==> src/rtl/mmser_rx_pkg.sv <==
// Shared types and helpers for the multi-mode serial receiver.
// Assumes a word never exceeds 9 bits.
package mmser_rx_pkg;

    localparam int WORD_W = 9;

    typedef enum logic [2:0] {
        U_IDLE,
        U_START,
        U_DATA,
        U_PAR,
        U_STOP,
        U_WAITHI
    } ustate_t;

    // Majority of three samples.
    function automatic logic maj3(input logic a, input logic b, input logic c);
        return (a & b) | (a & c) | (b & c);
    endfunction

    // Bit position in the word for the idx-th received bit of an n-bit word.
    function automatic logic [3:0] bit_pos(input logic [3:0] idx, input logic [3:0] n,
                                           input logic msb);
        return msb ? (n - 4'd1 - idx) : idx;
    endfunction

endpackage

==> src/rtl/mmser_rx_sync.sv <==
// Two-stage synchroniser for asynchronous inputs.
// Assumes each input is a level that is stable for several clocks.
module mmser_rx_sync #(
    parameter int           W       = 1,
    parameter logic [W-1:0] RST_VAL = '1
) (
    input  logic         clk,
    input  logic         rst_n,
    input  logic [W-1:0] d,
    output logic [W-1:0] q
);
    logic [W-1:0] s1;

    // Two flops in series, reset to the line's idle level.
    always_ff @(posedge clk) begin
        if (!rst_n) begin
            s1 <= RST_VAL;
            q  <= RST_VAL;
        end else begin
            s1 <= d;
            q  <= s1;
        end
    end
endmodule

==> src/rtl/mmser_rx_uart.sv <==
// Asynchronous frame receiver: start hunt, three-sample majority, data, parity and stop.
// Assumes rxd_s is already synchronised and the configuration is stable within a frame.
// Emits a one-cycle st_valid with the word and its error flags at mid of the last stop bit.
module mmser_rx_uart
    import mmser_rx_pkg::*;
#(
    parameter int OVS = 8,
    parameter int CPS = 2
) (
    input  logic              clk,
    input  logic              rst_n,
    input  logic              en,
    input  logic              rxd_s,
    input  logic [3:0]        nbits,
    input  logic              par_en,
    input  logic              par_even,
    input  logic              two_stop,
    input  logic              msb_first,
    output logic              st_valid,
    output logic [WORD_W-1:0] st_data,
    output logic              st_perr,
    output logic              st_ferr
);
    localparam int SCW = (OVS > 1) ? $clog2(OVS) : 1;
    localparam int MID = OVS / 2;

    logic              tick;
    ustate_t           st;
    logic [SCW-1:0]    scnt;
    logic              v0, v1;
    logic [3:0]        bidx;
    logic              stop2;
    logic [WORD_W-1:0] sh;
    logic              perr, ferr;
    logic              bitv;

    // Sample tick prescaler; a divider only when more than one clock per sample.
    if (CPS <= 1) begin : g_tick_every
        assign tick = 1'b1;
    end else begin : g_tick_div
        localparam int PW = $clog2(CPS);
        logic [PW-1:0] pcnt;

        // Free-running sample divider, held at zero while disabled.
        always_ff @(posedge clk) begin
            if (!rst_n || !en)                pcnt <= '0;
            else if (pcnt == PW'(CPS - 1))    pcnt <= '0;
            else                              pcnt <= pcnt + 1'b1;
        end
        assign tick = (pcnt == PW'(CPS - 1));
    end

    assign bitv = maj3(v0, v1, rxd_s);

    // Frame sequencer with per-bit sample counter and word assembly.
    always_ff @(posedge clk) begin
        if (!rst_n) begin
            st       <= U_IDLE;
            scnt     <= '0;
            v0       <= 1'b1;
            v1       <= 1'b1;
            bidx     <= '0;
            stop2    <= 1'b0;
            sh       <= '0;
            perr     <= 1'b0;
            ferr     <= 1'b0;
            st_valid <= 1'b0;
            st_data  <= '0;
            st_perr  <= 1'b0;
            st_ferr  <= 1'b0;
        end else begin
            st_valid <= 1'b0;
            if (!en) begin
                st <= U_IDLE;
            end else if (tick) begin
                case (st)
                    U_IDLE: begin
                        if (!rxd_s) begin
                            st    <= U_START;
                            scnt  <= SCW'(1);
                            sh    <= '0;
                            perr  <= 1'b0;
                            ferr  <= 1'b0;
                            stop2 <= 1'b0;
                            bidx  <= '0;
                        end
                    end
                    U_WAITHI: begin
                        if (rxd_s) st <= U_IDLE;
                    end
                    U_START, U_DATA, U_PAR, U_STOP: begin
                        scnt <= (scnt == SCW'(OVS - 1)) ? '0 : scnt + 1'b1;
                        if (scnt == SCW'(MID - 1)) v0 <= rxd_s;
                        if (scnt == SCW'(MID))     v1 <= rxd_s;
                        if (scnt == SCW'(MID + 1)) begin
                            case (st)
                                U_START: st <= bitv ? U_IDLE : U_DATA;
                                U_DATA: begin
                                    sh[bit_pos(bidx, nbits, msb_first)] <= bitv;
                                    bidx <= bidx + 4'd1;
                                    if (bidx == nbits - 4'd1)
                                        st <= par_en ? U_PAR : U_STOP;
                                end
                                U_PAR: begin
                                    perr <= (^sh) ^ bitv ^ ~par_even;
                                    st   <= U_STOP;
                                end
                                U_STOP: begin
                                    if (two_stop && !stop2) begin
                                        stop2 <= 1'b1;
                                        ferr  <= ferr | ~bitv;
                                    end else begin
                                        st_valid <= 1'b1;
                                        st_data  <= sh;
                                        st_perr  <= perr;
                                        st_ferr  <= ferr | ~bitv;
                                        st       <= (ferr | ~bitv) ? U_WAITHI : U_IDLE;
                                    end
                                end
                                default: st <= U_IDLE;
                            endcase
                        end
                    end
                    default: st <= U_IDLE;
                endcase
            end
        end
    end


    uart_store_needs_en_chk: assert property (@(posedge clk) disable iff (!rst_n)
        st_valid |-> $past(en));


    uart_store_from_stop_chk: assert property (@(posedge clk) disable iff (!rst_n)
        st_valid |-> $past(st) == U_STOP);


    uart_ferr_waits_high_chk: assert property (@(posedge clk) disable iff (!rst_n)
        (st_valid && st_ferr) |-> st == U_WAITHI);


    uart_noparity_clean_chk: assert property (@(posedge clk) disable iff (!rst_n)
        (st_valid && !$past(par_en)) |-> !st_perr);
endmodule

==> src/rtl/mmser_rx_clkd.sv <==
// Clock-synchronous deserialiser: one bit per selected transfer-clock edge.
// Assumes sclk_s and rxd_s are synchronised and the transfer clock is much slower than clk.
module mmser_rx_clkd
    import mmser_rx_pkg::*;
#(
    parameter int NB = 8
) (
    input  logic              clk,
    input  logic              rst_n,
    input  logic              en,
    input  logic              sclk_s,
    input  logic              rxd_s,
    input  logic              pol,
    input  logic              msb_first,
    output logic              st_valid,
    output logic [WORD_W-1:0] st_data
);
    localparam int IW = (NB > 1) ? $clog2(NB) : 1;

    logic              sclk_q;
    logic [IW-1:0]     idx;
    logic [WORD_W-1:0] sh;
    logic [WORD_W-1:0] nxt;
    logic              smp_edge;

    assign smp_edge = en && (pol ? (sclk_q & ~sclk_s) : (~sclk_q & sclk_s));

    // Word with the current line bit placed at its position.
    always_comb begin
        nxt = sh;
        nxt[bit_pos(4'(idx), 4'(NB), msb_first)] = rxd_s;
    end

    // Edge tracking, bit counting and word hand-off.
    always_ff @(posedge clk) begin
        if (!rst_n) begin
            sclk_q   <= 1'b1;
            idx      <= '0;
            sh       <= '0;
            st_valid <= 1'b0;
            st_data  <= '0;
        end else begin
            sclk_q   <= sclk_s;
            st_valid <= 1'b0;
            if (!en) begin
                idx <= '0;
                sh  <= '0;
            end else if (smp_edge) begin
                if (idx == IW'(NB - 1)) begin
                    idx      <= '0;
                    sh       <= '0;
                    st_valid <= 1'b1;
                    st_data  <= nxt;
                end else begin
                    idx <= idx + 1'b1;
                    sh  <= nxt;
                end
            end
        end
    end


    clkd_store_on_edge_chk: assert property (@(posedge clk) disable iff (!rst_n)
        st_valid |-> $past(smp_edge));
endmodule

==> src/rtl/mmser_rx_hold.sv <==
// Output holding register with valid and overrun tracking.
// Assumes store is a one-cycle pulse; a store in the same cycle as rd_ack wins.
module mmser_rx_hold
    import mmser_rx_pkg::*;
(
    input  logic              clk,
    input  logic              rst_n,
    input  logic              store,
    input  logic [WORD_W-1:0] in_data,
    input  logic              in_perr,
    input  logic              in_ferr,
    input  logic              rd_ack,
    output logic [WORD_W-1:0] data,
    output logic              perr,
    output logic              ferr,
    output logic              valid,
    output logic              ovr
);
    // Capture a completed word or clear on read.
    always_ff @(posedge clk) begin
        if (!rst_n) begin
            data  <= '0;
            perr  <= 1'b0;
            ferr  <= 1'b0;
            valid <= 1'b0;
            ovr   <= 1'b0;
        end else if (store) begin
            data  <= in_data;
            perr  <= in_perr;
            ferr  <= in_ferr;
            valid <= 1'b1;
            ovr   <= valid && !rd_ack;
        end else if (rd_ack) begin
            valid <= 1'b0;
            ovr   <= 1'b0;
        end
    end


    ovr_implies_valid_chk: assert property (@(posedge clk) disable iff (!rst_n)
        ovr |-> valid);


    ovr_on_unread_chk: assert property (@(posedge clk) disable iff (!rst_n)
        (store && valid && !rd_ack) |=> ovr);


    ack_clears_chk: assert property (@(posedge clk) disable iff (!rst_n)
        (rd_ack && !store) |=> (!valid && !ovr));


    store_sets_valid_chk: assert property (@(posedge clk) disable iff (!rst_n)
        store |=> valid);
endmodule

==> src/rtl/mmser_rx.sv <==
// Multi-mode serial receiver top: mode decode, input synchronisers, the two
// receive engines and the shared holding register.
// Assumes configuration changes only while no frame is in flight.
module mmser_rx
    import mmser_rx_pkg::*;
#(
    parameter int OVS             = 8,
    parameter int CLKS_PER_SAMPLE = 2,
    parameter int SYNC_BITS       = 8
) (
    input  logic              clk,
    input  logic              rst_n,
    input  logic [2:0]        cfg_mode,
    input  logic              cfg_par_en,
    input  logic              cfg_par_even,
    input  logic              cfg_two_stop,
    input  logic              cfg_clk_pol,
    input  logic              cfg_msb_first,
    input  logic              rxd_in,
    input  logic              sclk_in,
    input  logic              rd_ack,
    output logic [WORD_W-1:0] rx_data,
    output logic              rx_valid,
    output logic              rx_perr,
    output logic              rx_ferr,
    output logic              rx_ovr
);
    logic              uart_en, clkd_en;
    logic [3:0]        nbits;
    logic [1:0]        sync_q;
    logic              rxd_s, sclk_s;
    logic              u_valid, c_valid;
    logic [WORD_W-1:0] u_data, c_data;
    logic              u_perr, u_ferr;
    logic              store;
    logic [WORD_W-1:0] sel_data;

    // Mode decode: only the listed codes enable an engine.
    always_comb begin
        uart_en = (cfg_mode == 3'b100) || (cfg_mode == 3'b101) || (cfg_mode == 3'b110);
        clkd_en = (cfg_mode == 3'b001);
        nbits   = 4'd7 + {2'b00, cfg_mode[1:0]};
    end

    mmser_rx_sync #(.W(2), .RST_VAL(2'b11)) u_sync (
        .clk   (clk),
        .rst_n (rst_n),
        .d     ({sclk_in, rxd_in}),
        .q     (sync_q)
    );
    assign sclk_s = sync_q[1];
    assign rxd_s  = sync_q[0];

    mmser_rx_uart #(.OVS(OVS), .CPS(CLKS_PER_SAMPLE)) u_uart (
        .clk       (clk),
        .rst_n     (rst_n),
        .en        (uart_en),
        .rxd_s     (rxd_s),
        .nbits     (nbits),
        .par_en    (cfg_par_en),
        .par_even  (cfg_par_even),
        .two_stop  (cfg_two_stop),
        .msb_first (cfg_msb_first),
        .st_valid  (u_valid),
        .st_data   (u_data),
        .st_perr   (u_perr),
        .st_ferr   (u_ferr)
    );

    mmser_rx_clkd #(.NB(SYNC_BITS)) u_clkd (
        .clk       (clk),
        .rst_n     (rst_n),
        .en        (clkd_en),
        .sclk_s    (sclk_s),
        .rxd_s     (rxd_s),
        .pol       (cfg_clk_pol),
        .msb_first (cfg_msb_first),
        .st_valid  (c_valid),
        .st_data   (c_data)
    );

    // Select the engine that completed a word.
    always_comb begin
        store    = u_valid | c_valid;
        sel_data = c_valid ? c_data : u_data;
    end

    mmser_rx_hold u_hold (
        .clk     (clk),
        .rst_n   (rst_n),
        .store   (store),
        .in_data (sel_data),
        .in_perr (u_valid & u_perr),
        .in_ferr (u_valid & u_ferr),
        .rd_ack  (rd_ack),
        .data    (rx_data),
        .perr    (rx_perr),
        .ferr    (rx_ferr),
        .valid   (rx_valid),
        .ovr     (rx_ovr)
    );


    one_engine_store_chk: assert property (@(posedge clk) disable iff (!rst_n)
        $onehot0({u_valid, c_valid}));


    clkd_word_clean_chk: assert property (@(posedge clk) disable iff (!rst_n)
        c_valid |=> (rx_valid && !rx_perr && !rx_ferr));
endmodule

==> config.mk <==
export PLATFORM = sky130hd
export DESIGN_NAME = mmser_rx
export DESIGN_NICKNAME = d
export VERILOG_FILES = /design/src/rtl/mmser_rx_pkg.sv /design/src/rtl/mmser_rx_sync.sv /design/src/rtl/mmser_rx_uart.sv /design/src/rtl/mmser_rx_clkd.sv /design/src/rtl/mmser_rx_hold.sv /design/src/rtl/mmser_rx.sv
export SDC_FILE = /design/constraint.sdc
export NUM_CORES = 1
export LEC_CHECK = 0
export BUFFER_PORTS_ARGS = -buffer_cell sky130_fd_sc_hd__buf_4
export CAP_MARGIN = 30
export CORE_MARGIN = 2
export CORE_UTILIZATION = 60
export CTS_BUF_LIST = sky130_fd_sc_hd__clkbuf_2 sky130_fd_sc_hd__clkbuf_4 sky130_fd_sc_hd__clkbuf_8
export CTS_CLUSTER_SIZE = 28
export DETAILED_ROUTE_END_ITERATION = 16
export PLACE_DENSITY = 0.79
export RECOVER_POWER = 50
export SETUP_SLACK_MARGIN = 0.2
export SLEW_MARGIN = 20
export SYNTH_ARGS = -nofsm -noshare
export SYNTH_HDL_FRONTEND = slang
export SYNTH_SLANG_ARGS = --single-unit
==> constraint.sdc <==
create_clock -name clk -period 3 [get_ports clk]
set_input_delay 0.45 -clock clk [delete_from_list [all_inputs] [get_ports clk]]
set_output_delay 0.45 -clock clk [all_outputs]
set_load 0.03 [all_outputs]
==> impl_metrics.ini, run 1 <==
[run_status]
status = completed

[drt]
ant_nets = 0
wl_per_cell_um = 15.04
first_iter_violations = 218
route.detailed.drc = 0
num_vias = 3544
vias_per_cell = 6.089
first_pass_iters = 6
routed_wl_um = 8751

[yosys]
synth_top_area_share_pct = 37.11
yosysSeqAreaShare_pct = 37.11
synth.most_common_cell = dfxtp_1
yosys.area.top_type = dfxtp_1
syn_inst = 492
avgSynthCellArea_um2 = 8.224
async_flop_share_pct = 0
syn_area_um2 = 4046
yosysWarnings = 0
synth.area.top_cells = dfxtp_1, nor2_1, a21oi_1
synth_ff_type = dfxtp_1
netlist-cell-type-count = 67
ys_ff_latch = 75
syn_nets = 517
synth-edff-count = 0
synthTopCellsByCount = dfxtp_1, nor2_1, nand2_1, a21oi_1, clkbuf_1

[global_routing]
grt-ovfl-total = 0
grt_pass1_vias = 3157
grt_usage_pct = 24.07
grt_max_degree = 41
antenna_found_initial = 0
grt_first_pass_wirelength_um = 14490

[pwr]
power_uw = 1926
power_density_nw_per_um2 = 441.4
ir_drop_v = 0.0004206
p_leak_uw = 0.001537

[layout]
area_growth_syn_to_layout_pct = 7.854
nets = 525
fill_cells = 534
drive_above_1_share_pct = 10.10
diodes = 0
stdcell_area_um2 = 4364

[die]
ioPinCount = 26
die_w_um = 86.12
start_util_pct = 63.00
die-area_um2 = 7417
die_h_um = 86.12
core-area_um2 = 6422
fp-row-count = 29

[timing]
fmax_mhz = 397.5
period_needed_ps = 2516
slew_viol_final = 0
finalClockSkew_ps = 10.26
hold_viol = 0
tightest_slew_ps = 873.4
rsz0062_at_grt = no
timing.slew.headroom_pct = 41.77
setup_violations = 0
min_period_over_period_pct = 83.86
setup-tns-final_ps = 0

[clock_tree]
ctsResizeCount = 0
cts_buffers = 9
cts_tree = yes
cts.sinks = 75
cts.hold.buffers_added = 0
clock_latency_ps = 350
cts_root_buf = clkbuf_8
cts_setup_buffers = 0
clock_path_buffers = 2
cts-htree-levels = 3
cts.clk_slew.worst_paths_ps = 80

[setup_path]
critical_path_class = flop to flop
crit_path_max_fanout = 11
cp.arrival_ps = 2760
crit_top_cell = nand3_1
cp-start-kind = flop
worstPathRequired_ps = 3240
max_stage_delay_ps = 460
cpMaxStageDelayCell = or4_1
crit_path_cell_trace = inv_1 > ha_1 > nor2b_1 > or4_1 > nand3_1 > nand3_1 > o311a_1
end_kind = flop

[place]
port_buffers = 25
gp_congestion = 0.8430
place_area_um2 = 4213
dp_hpwl_um = 5967

[min_path]
hold_class = primary input to flop

[job]
cap_violations = 0
[state kept, by name, summed over array words and instances (netlist names), 2 cells and up]
| signal | count |
|---|---|
| u_uart.bidx | 4 |
| u_clkd.st_data | 8 |
| u_clkd.sh | 8 |
| u_uart.st | 3 |
| u_clkd.idx | 3 |
| u_hold.data | 9 |
| u_uart.sh | 9 |
| u_sync.s1 | 2 |
| u_uart.st_data | 9 |
| u_uart.scnt | 3 |
| u_sync.q | 2 |
[final timing paths]
path	slack, ps	startpoint	cells after the start	endpoint
max	480	u_uart.bidx[1]$_SDFFE_PN0P_	7	u_uart.sh[1]$_SDFFE_PN0P_
min	270	rd_ack	2	u_hold.ovr$_SDFFE_PN0P_
max reg2reg	480	u_uart.bidx[1]$_SDFFE_PN0P_	7	u_uart.sh[1]$_SDFFE_PN0P_
min reg2reg	410	u_sync.s1[1]$_SDFF_PN1_	1	u_sync.q[1]$_SDFF_PN1_
[logic make-up (layout without fill, tap and decap cells)]
group           after synthesis  in the layout  share of synthesized area [%]
flops                        75             75                          37.11
xor+xnor                     16             16                          3.463
compound gates              123            123                          21.09
simple gates                197            197                          24.27
mux                          19             19                          4.700
fa+ha+maj                    13             13                          4.143
buf+inv                      49             62                          5.226
[per-stage QoR]
| stage | util (%) | cells | setup WS (ps) | hold WS, ps |
|---|---|---|---|---|
| CTS | 68.81 | 582 | 501.5 | 251.3 |
| floorplan | - | 492 | 555.9 | 386.3 |
| detailed placement | 65.60 | 566 | 341.7 | 391.8 |
| global placement | 65.60 | 566 | 435.7 | 388.0 |
| global route | 67.95 | 582 | 341.0 | 251.0 |
| finish | 67.95 | 582 | 484.1 | 266.5 |
[layer usage]
metal | share of wire [%] | track usage [%] | routed length, um
met2 | 47 | 39.82 | 4102
met1 | 47 | 31.44 | 4123
met4 | 1.6 | 7.648 | 136
met3 | 4.4 | 5.005 | 389
met5 | 0 | 0 | 0
[worst max-delay path, delay by kind of cell, from the launching register on]
kind	cells	cell delay, ps
buffers and inverters	1	130
adders and majority gates	1	300
and+or+nand+nor	4	1150
AOI/OAI and AO/OA	1	370
DFF	1	450
[cell type report]
type	count	area [um^2]	area share (%)
tap	77	96.34	2.208
clock inverter	5	61.31	1.405
timing repair buffer	29	162.7	3.727
inverter	17	63.81	1.462
multi-input combinational	368	2333	53.47
clock buffer	11	145.1	3.326
sequential	75	1501	34.40
[placed cells by master, fill, tap and decap left out, types with 3 or more instances in the layout]
master,n
clkinvlp_4,3
nor2b_1,14
mux2i_1,19
a311oi_1,4
nor4bb_1,3
nand3_1,12
a32o_1,3
nand4_1,6
dfxtp_1,75
a32oi_1,5
a21oi_1,45
a22oi_1,8
nor3_1,10
ha_1,11
xnor2_1,14
clkbuf_8,10
nor4b_1,3
nor2_1,61
o21ai_0,20
clkbuf_1,14
nor3b_1,7
nand2_1,51
inv_1,15
buf_4,14
o311a_1,3
nand2b_1,13
and3b_1,3
o221a_2,7
[where the power goes]
| group | internal [uW] | leakage [uW] | total [uW] | switching (uW) |
|---|---|---|---|---|
| Combinational | 51.2 | 0.000835 | 120 | 68.6 |
| Clock | 419 | 0.0000956 | 796 | 377 |
| Sequential | 1000 | 0.000606 | 1010 | 9.10 |
Power figures use the tool's default switching activity.
==> run 2: changes to the inputs <==
--- a/config.mk
+++ b/config.mk
@@ -5,14 +5,15 @@
 export SDC_FILE = /design/constraint.sdc
 export NUM_CORES = 1
 export LEC_CHECK = 0
+export ABC_AREA = 1
 export BUFFER_PORTS_ARGS = -buffer_cell sky130_fd_sc_hd__buf_4
 export CAP_MARGIN = 30
 export CORE_MARGIN = 2
-export CORE_UTILIZATION = 60
+export CORE_UTILIZATION = 56
 export CTS_BUF_LIST = sky130_fd_sc_hd__clkbuf_2 sky130_fd_sc_hd__clkbuf_4 sky130_fd_sc_hd__clkbuf_8
 export CTS_CLUSTER_SIZE = 28
 export DETAILED_ROUTE_END_ITERATION = 16
-export PLACE_DENSITY = 0.79
+export PLACE_DENSITY = 0.78
 export RECOVER_POWER = 50
 export SETUP_SLACK_MARGIN = 0.2
 export SLEW_MARGIN = 20
==> constraint.sdc (replaced) <==
create_clock -name clk -period 2.3 [get_ports clk]
set_input_delay 0.345 -clock clk [delete_from_list [all_inputs] [get_ports clk]]
set_output_delay 0.345 -clock clk [all_outputs]
set_load 0.03 [all_outputs]
==> impl_metrics.ini, run 2 <==
[yosys]
syn_nets = 553
yosys.area.top_type = dfxtp_1
yosysSeqAreaShare_pct = 40.42
synth_top_family_by_area = simple AND/OR/NAND/NOR gates
synthMuxAreaShare_pct = 0
synth_compound_area_share_pct = 16.81
post_synth_and_or_nand_nor_area_fraction_pct = 28.66
syn_area_um2 = 3715
synth_fa_ha_area_share_pct = 4.244
async_flop_share_pct = 0
synth_top_area_share_pct = 40.42
syn_inst = 528
synth.most_common_cell = nand2_1
netlist-cell-type-count = 37
synth_ff_type = dfxtp_1
avgSynthCellArea_um2 = 7.036
yosysWarnings = 0
synth-xor-area-share_pct = 2.122
synthTopCellsByCount = nand2_1, dfxtp_1, inv_1, nor2_1, a21oi_1
synth-edff-count = 0
ys_ff_latch = 75
synth.area.top_cells = dfxtp_1, nand2_1, a21oi_1

[drt]
vias_per_cell = 5.407
route.detailed.drc = 0
ant_nets = 0
wl_per_cell_um = 12.37
first_pass_iters = 5
first_iter_violations = 221
num_vias = 3428
routed_wl_um = 7843

[clock_tree]
cts-htree-levels = 3
cts_tree = yes
cts_root_buf = clkbuf_8
cts.hold.buffers_added = 0
clock_latency_ps = 350
cts.clk_slew.worst_paths_ps = 70
clock_path_buffers = 2
cts_buffers = 9
cts.sinks = 75

[layout]
area_growth_syn_to_layout_pct = 11.35
nets = 578
fill_cells = 567
multi_input_area_um2 = 1939
mostFrequentLayoutCells = nand2_1, dfxtp_1, inv_1
diodes = 0
layout_commonest_cell = nand2_1
drive_above_1_share_pct = 9.336
reg_top3 = u_hold.data x9, u_uart.sh x9, u_uart.st_data x9
register_area_um2 = 1503

[min_path]
hold_class = primary input to flop

[place]
dp_hpwl_um = 5694
port_buffers = 25
gp_congestion = 0.8987

[job]
cap_violations = 0

[pwr]
ir_drop_v = 0.0004015
p_leak_uw = 0.001705
power_density_nw_per_um2 = 614.1
power_uw = 2540

[timing]
rsz0062_at_grt = yes
hold_viol = 0
finalClockSkew_ps = 7.246
timing.slew.headroom_pct = 18.29
setup_violations = 0
setup-tns-final_ps = 0
tightest_slew_ps = 1226
slew_viol_final = 0
min_period_over_period_pct = 87.84
fmax_mhz = 495.0
period_needed_ps = 2020

[setup_path]
worstPathRequired_ps = 2480
cp-start-kind = flop
critical_path_class = flop to flop
cp.arrival_ps = 2200
end_kind = flop
crit_path_max_fanout = 5

[global_routing]
grt_pass1_vias = 3110
grt_usage_pct = 22.77
antenna_found_initial = 0
grt-ovfl-total = 0
grt_max_degree = 35
grt_first_pass_wirelength_um = 13550

[die]
ioPinCount = 26
start_util_pct = 58.17
die_h_um = 85.45
core-area_um2 = 6386
die-area_um2 = 7301
fp-row-count = 29
die_w_um = 85.45

[run_status]
status = completed
[run 2: cell count changes in the layout (fill, tap and decap cells not counted), moves of 8 or more]
cell and delta:
xnor2_1 -8, nor2_1 -14, mux2i_1 -19, nor2b_1 -14
nand3_1 +18, o21ai_0 +19, nand2_1 +81, a22oi_1 -8
nand2b_1 -13, inv_1 +37, o21ai_1 +11
[run 2: worst paths after layout]
| check | to | slack (ps) | startpoint | depth (start not counted) |
|---|---|---|---|---|
| worst min register to register | u_sync.q[0]$_SDFF_PN1_ | 410 | u_sync.s1[0]$_SDFF_PN1_ | 1 |
| worst max-delay path | u_uart.sh[3]$_SDFFE_PN0P_ | 280 | u_uart.bidx[0]$_SDFFE_PN0P_ | 9 |
| worst max register to register | u_uart.sh[3]$_SDFFE_PN0P_ | 280 | u_uart.bidx[0]$_SDFFE_PN0P_ | 9 |
| worst min-delay path | u_sync.s1[1]$_SDFF_PN1_ | 180 | sclk_in | 2 |
[run 2: worst max-delay path, stage by stage (launching register included)]
cell and delay (ps):
dfxtp_2 350, ha_2 190, fa_1 400, xnor2_1 150, a21boi_0 300, nand4_1 180, nand2_1 100, nand2_1 70
nand2_1 60, a21oi_1 50
[run 2: metrics by stage]
stage	cell area [um^2]	util, %	hold WS [ps]	setup WS [ps]	cells
after floorplan	3715	-	392.5	376.1	528
after CTS	4189	65.60	173.7	202.2	634
after detailed placement	3974	62.23	405.0	128.6	619
after global placement	3974	62.23	395.9	191.6	619
final	4136	64.77	178.7	279.8	634
after global routing	4136	64.77	180.7	98.54	634
[run 2: logic make-up after synthesis]
logic type / count (synthesis)
flip-flops: 75
AND/OR/NAND/NOR: 242
AO/OA/AOI/OAI: 115
buffers and inverters: 75
XOR/XNOR: 9
adder cells (fa/ha/maj): 12
[run 2: cell type report]
type / count / area share (%)
clock buffer: 10 / 3.327
clock inverter: 5 / 1.875
inverter: 58 / 5.263
multi-input combinational: 378 / 46.88
sequential: 75 / 36.33
tap: 77 / 2.329
timing repair buffer: 31 / 3.993
[run 2: routing by layer]
| layer | vias to the layer above | track usage [%] | part of all wire [%] |
|---|---|---|---|
| met5 | - | 0 | 0 |
| met4 | 0 | 8.514 | 1.4 |
| met3 | 11 | 3.696 | 5.9 |
| met2 | 102 | 35.37 | 44 |
| met1 | 1529 | 31.91 | 49 |
| li1 | 1786 | - | - |
[run 2: power breakdown]
group	switching, uW	internal (uW)
clock	472	630
combinational	87.4	43.9
sequential	3.36	1300
[run 2: what timing repair did]
action / in CTS / in global routing
endpoints found under the setup margin: 0 / 9
resized for setup: 0 / 8
setup buffers: 0 / 0
==> run 3: changes to the inputs <==
--- a/config.mk
+++ b/config.mk
@@ -15,6 +15,7 @@
 export DETAILED_ROUTE_END_ITERATION = 16
 export PLACE_DENSITY = 0.78
 export RECOVER_POWER = 50
+export REMOVE_ABC_BUFFERS = 1
 export SETUP_SLACK_MARGIN = 0.2
 export SLEW_MARGIN = 20
 export SYNTH_ARGS = -nofsm -noshare
==> impl_metrics.ini, run 3 (synthesis results as in run 2) <==
[timing]
setup_violations = 0
setup-tns-final_ps = 0
hold_viol = 0
fmax_mhz = 505.3
timing.slew.headroom_pct = 33.01
tightest_slew_ps = 1005
min_period_over_period_pct = 86.04
rsz0062_at_grt = no
finalClockSkew_ps = 6.864
slew_viol_final = 0
period_needed_ps = 1979

[drt]
wl_per_cell_um = 13.16
ant_nets = 0
vias_per_cell = 5.387
routed_wl_um = 8412
num_vias = 3442
route.detailed.drc = 0
first_iter_violations = 196
first_pass_iters = 4

[setup_path]
crit_path_max_fanout = 5
max_stage_delay_ps = 430
critical_path_class = flop to flop
r2r_setup_slack_ps = 320
crit_top_cell = nand2_1
cp.arrival_ps = 2160
end_kind = flop
cpMaxStageDelayCell = fa_1
r2r-end = u_uart.sh[2]$_SDFFE_PN0P_
setup.worst_path.start = u_uart.bidx[0]$_SDFFE_PN0P_
cp-start-kind = flop
reg2reg_from = u_uart.bidx[0]$_SDFFE_PN0P_
crit_path_cell_trace = ha_2 > fa_1 > o21ai_2 > inv_1 > nor2_1 > nand4_1 > nand2_1 > nand2_1 > nand2_1 > a21oi_1
reg2reg_depth = 10
worstPathRequired_ps = 2480

[layout]
finalCoreUtilization_pct = 65.62
diodes = 0
reg_top3 = u_hold.data x9, u_uart.sh x9, u_uart.st_data x9
fill_cells = 587
drive_above_1_share_pct = 10.85
mostFrequentLayoutCells = nand2_1, dfxtp_1, inv_1
nets = 582
layout_commonest_cell = nand2_1
stdcell_area_um2 = 4190
area_growth_syn_to_layout_pct = 12.80

[die]
fp-row-count = 29
die-area_um2 = 7301
die_w_um = 85.45
ioPinCount = 26
die_h_um = 85.45
start_util_pct = 58.17
core-area_um2 = 6386

[global_routing]
grt_pass1_vias = 3127
grt-ovfl-total = 0
grt_first_pass_wirelength_um = 13920
grt_usage_pct = 24.04
grt_max_degree = 27
antenna_found_initial = 0

[clock_tree]
cts.hold.buffers_added = 0
clock_path_buffers = 2
clock_latency_ps = 340
cts-htree-levels = 3
cts_tree = yes
cts.sinks = 75
cts.clk_slew.worst_paths_ps = 70
cts_buffers = 9
cts_root_buf = clkbuf_8

[job]
cap_violations = 0

[pwr]
power_uw = 2554
ir_drop_v = 0.0004627
p_leak_uw = 0.001726
power_density_nw_per_um2 = 609.5

[run_status]
status = completed

[place]
gp_congestion = 0.9194
port_buffers = 25
place_area_um2 = 3996
dp_hpwl_um = 6072

[min_path]
hold_class = primary input to flop
hp-start = sclk_in
holdPathStages = 2
whs_endpoint = u_sync.s1[1]$_SDFF_PN1_
## run 3: worst max path at each step
stage                                 to  cells past startpoint
6_report       u_uart.sh[2]$_SDFFE_PN0P_                     10
5_1_grt        u_uart.sh[3]$_SDFFE_PN0P_                     10
4_1_cts        u_uart.sh[2]$_SDFFE_PN0P_                     10
3_5_place_dp   u_uart.sh[0]$_SDFFE_PN0P_                     13
3_3_place_gp   u_uart.sh[0]$_SDFFE_PN0P_                     13
2_1_floorplan  u_uart.sh[0]$_SDFFE_PN0P_                     12
## run 3: repair_timing
| action | CTS | global route |
|---|---|---|
| gates resized for setup | 0 | 10 |
| setup buffers | 0 | 1 |
| hold endpoints to repair | 0 | 0 |
| endpoints found under the setup margin | 0 | 9 |
## run 3: final cells by class
cell class                      count  area [um^2]  share of cell area (%)
Sequential cell                    75         1503                   35.86
Inverter                           58        217.7                   5.196
Clock inverter                      6        88.84                   2.120
Timing Repair Buffer               35        198.9                   4.748
Multi-Input combinational cell    378         1954                   46.64
Clock buffer                       10        131.4                   3.135
Tap cell                           77        96.34                   2.299
## run 3: layer usage
metal | vias to the layer above | wire length [um] | global-route usage [%]
met2 | 64 | 4118 | 41.05
met1 | 1580 | 3811 | 29.38
met5 | - | 0 | 0
li1 | 1788 | - | -
met3 | 10 | 343 | 5.350
met4 | 0 | 139 | 9.524
## run 3: power breakdown
part	internal [uW]	switching, uW
logic	48.3	92.4
clock network	625	483
registers	1300	3.47
## run 3: worst max-delay path, delay by kind of cell (launching register included)
| kind | cells | cell delay, ps |
|---|---|---|
| compound gates | 2 | 240 |
| flops | 1 | 380 |
| buf+inv | 1 | 90 |
| simple gates | 5 | 480 |
| fa+ha+maj | 2 | 640 |
## run 3: metrics by stage
stage / instances / setup slack (ps) / hold WS, ps
CTS: 638 / 248.1 / 172.4
floorplan: 511 / 364.4 / 392.5
global placement: 622 / 202.4 / 395.9
global route: 639 / 151.6 / 163.0
detailed placement: 622 / 111.8 / 399.0
finish: 639 / 321.2 / 186.7
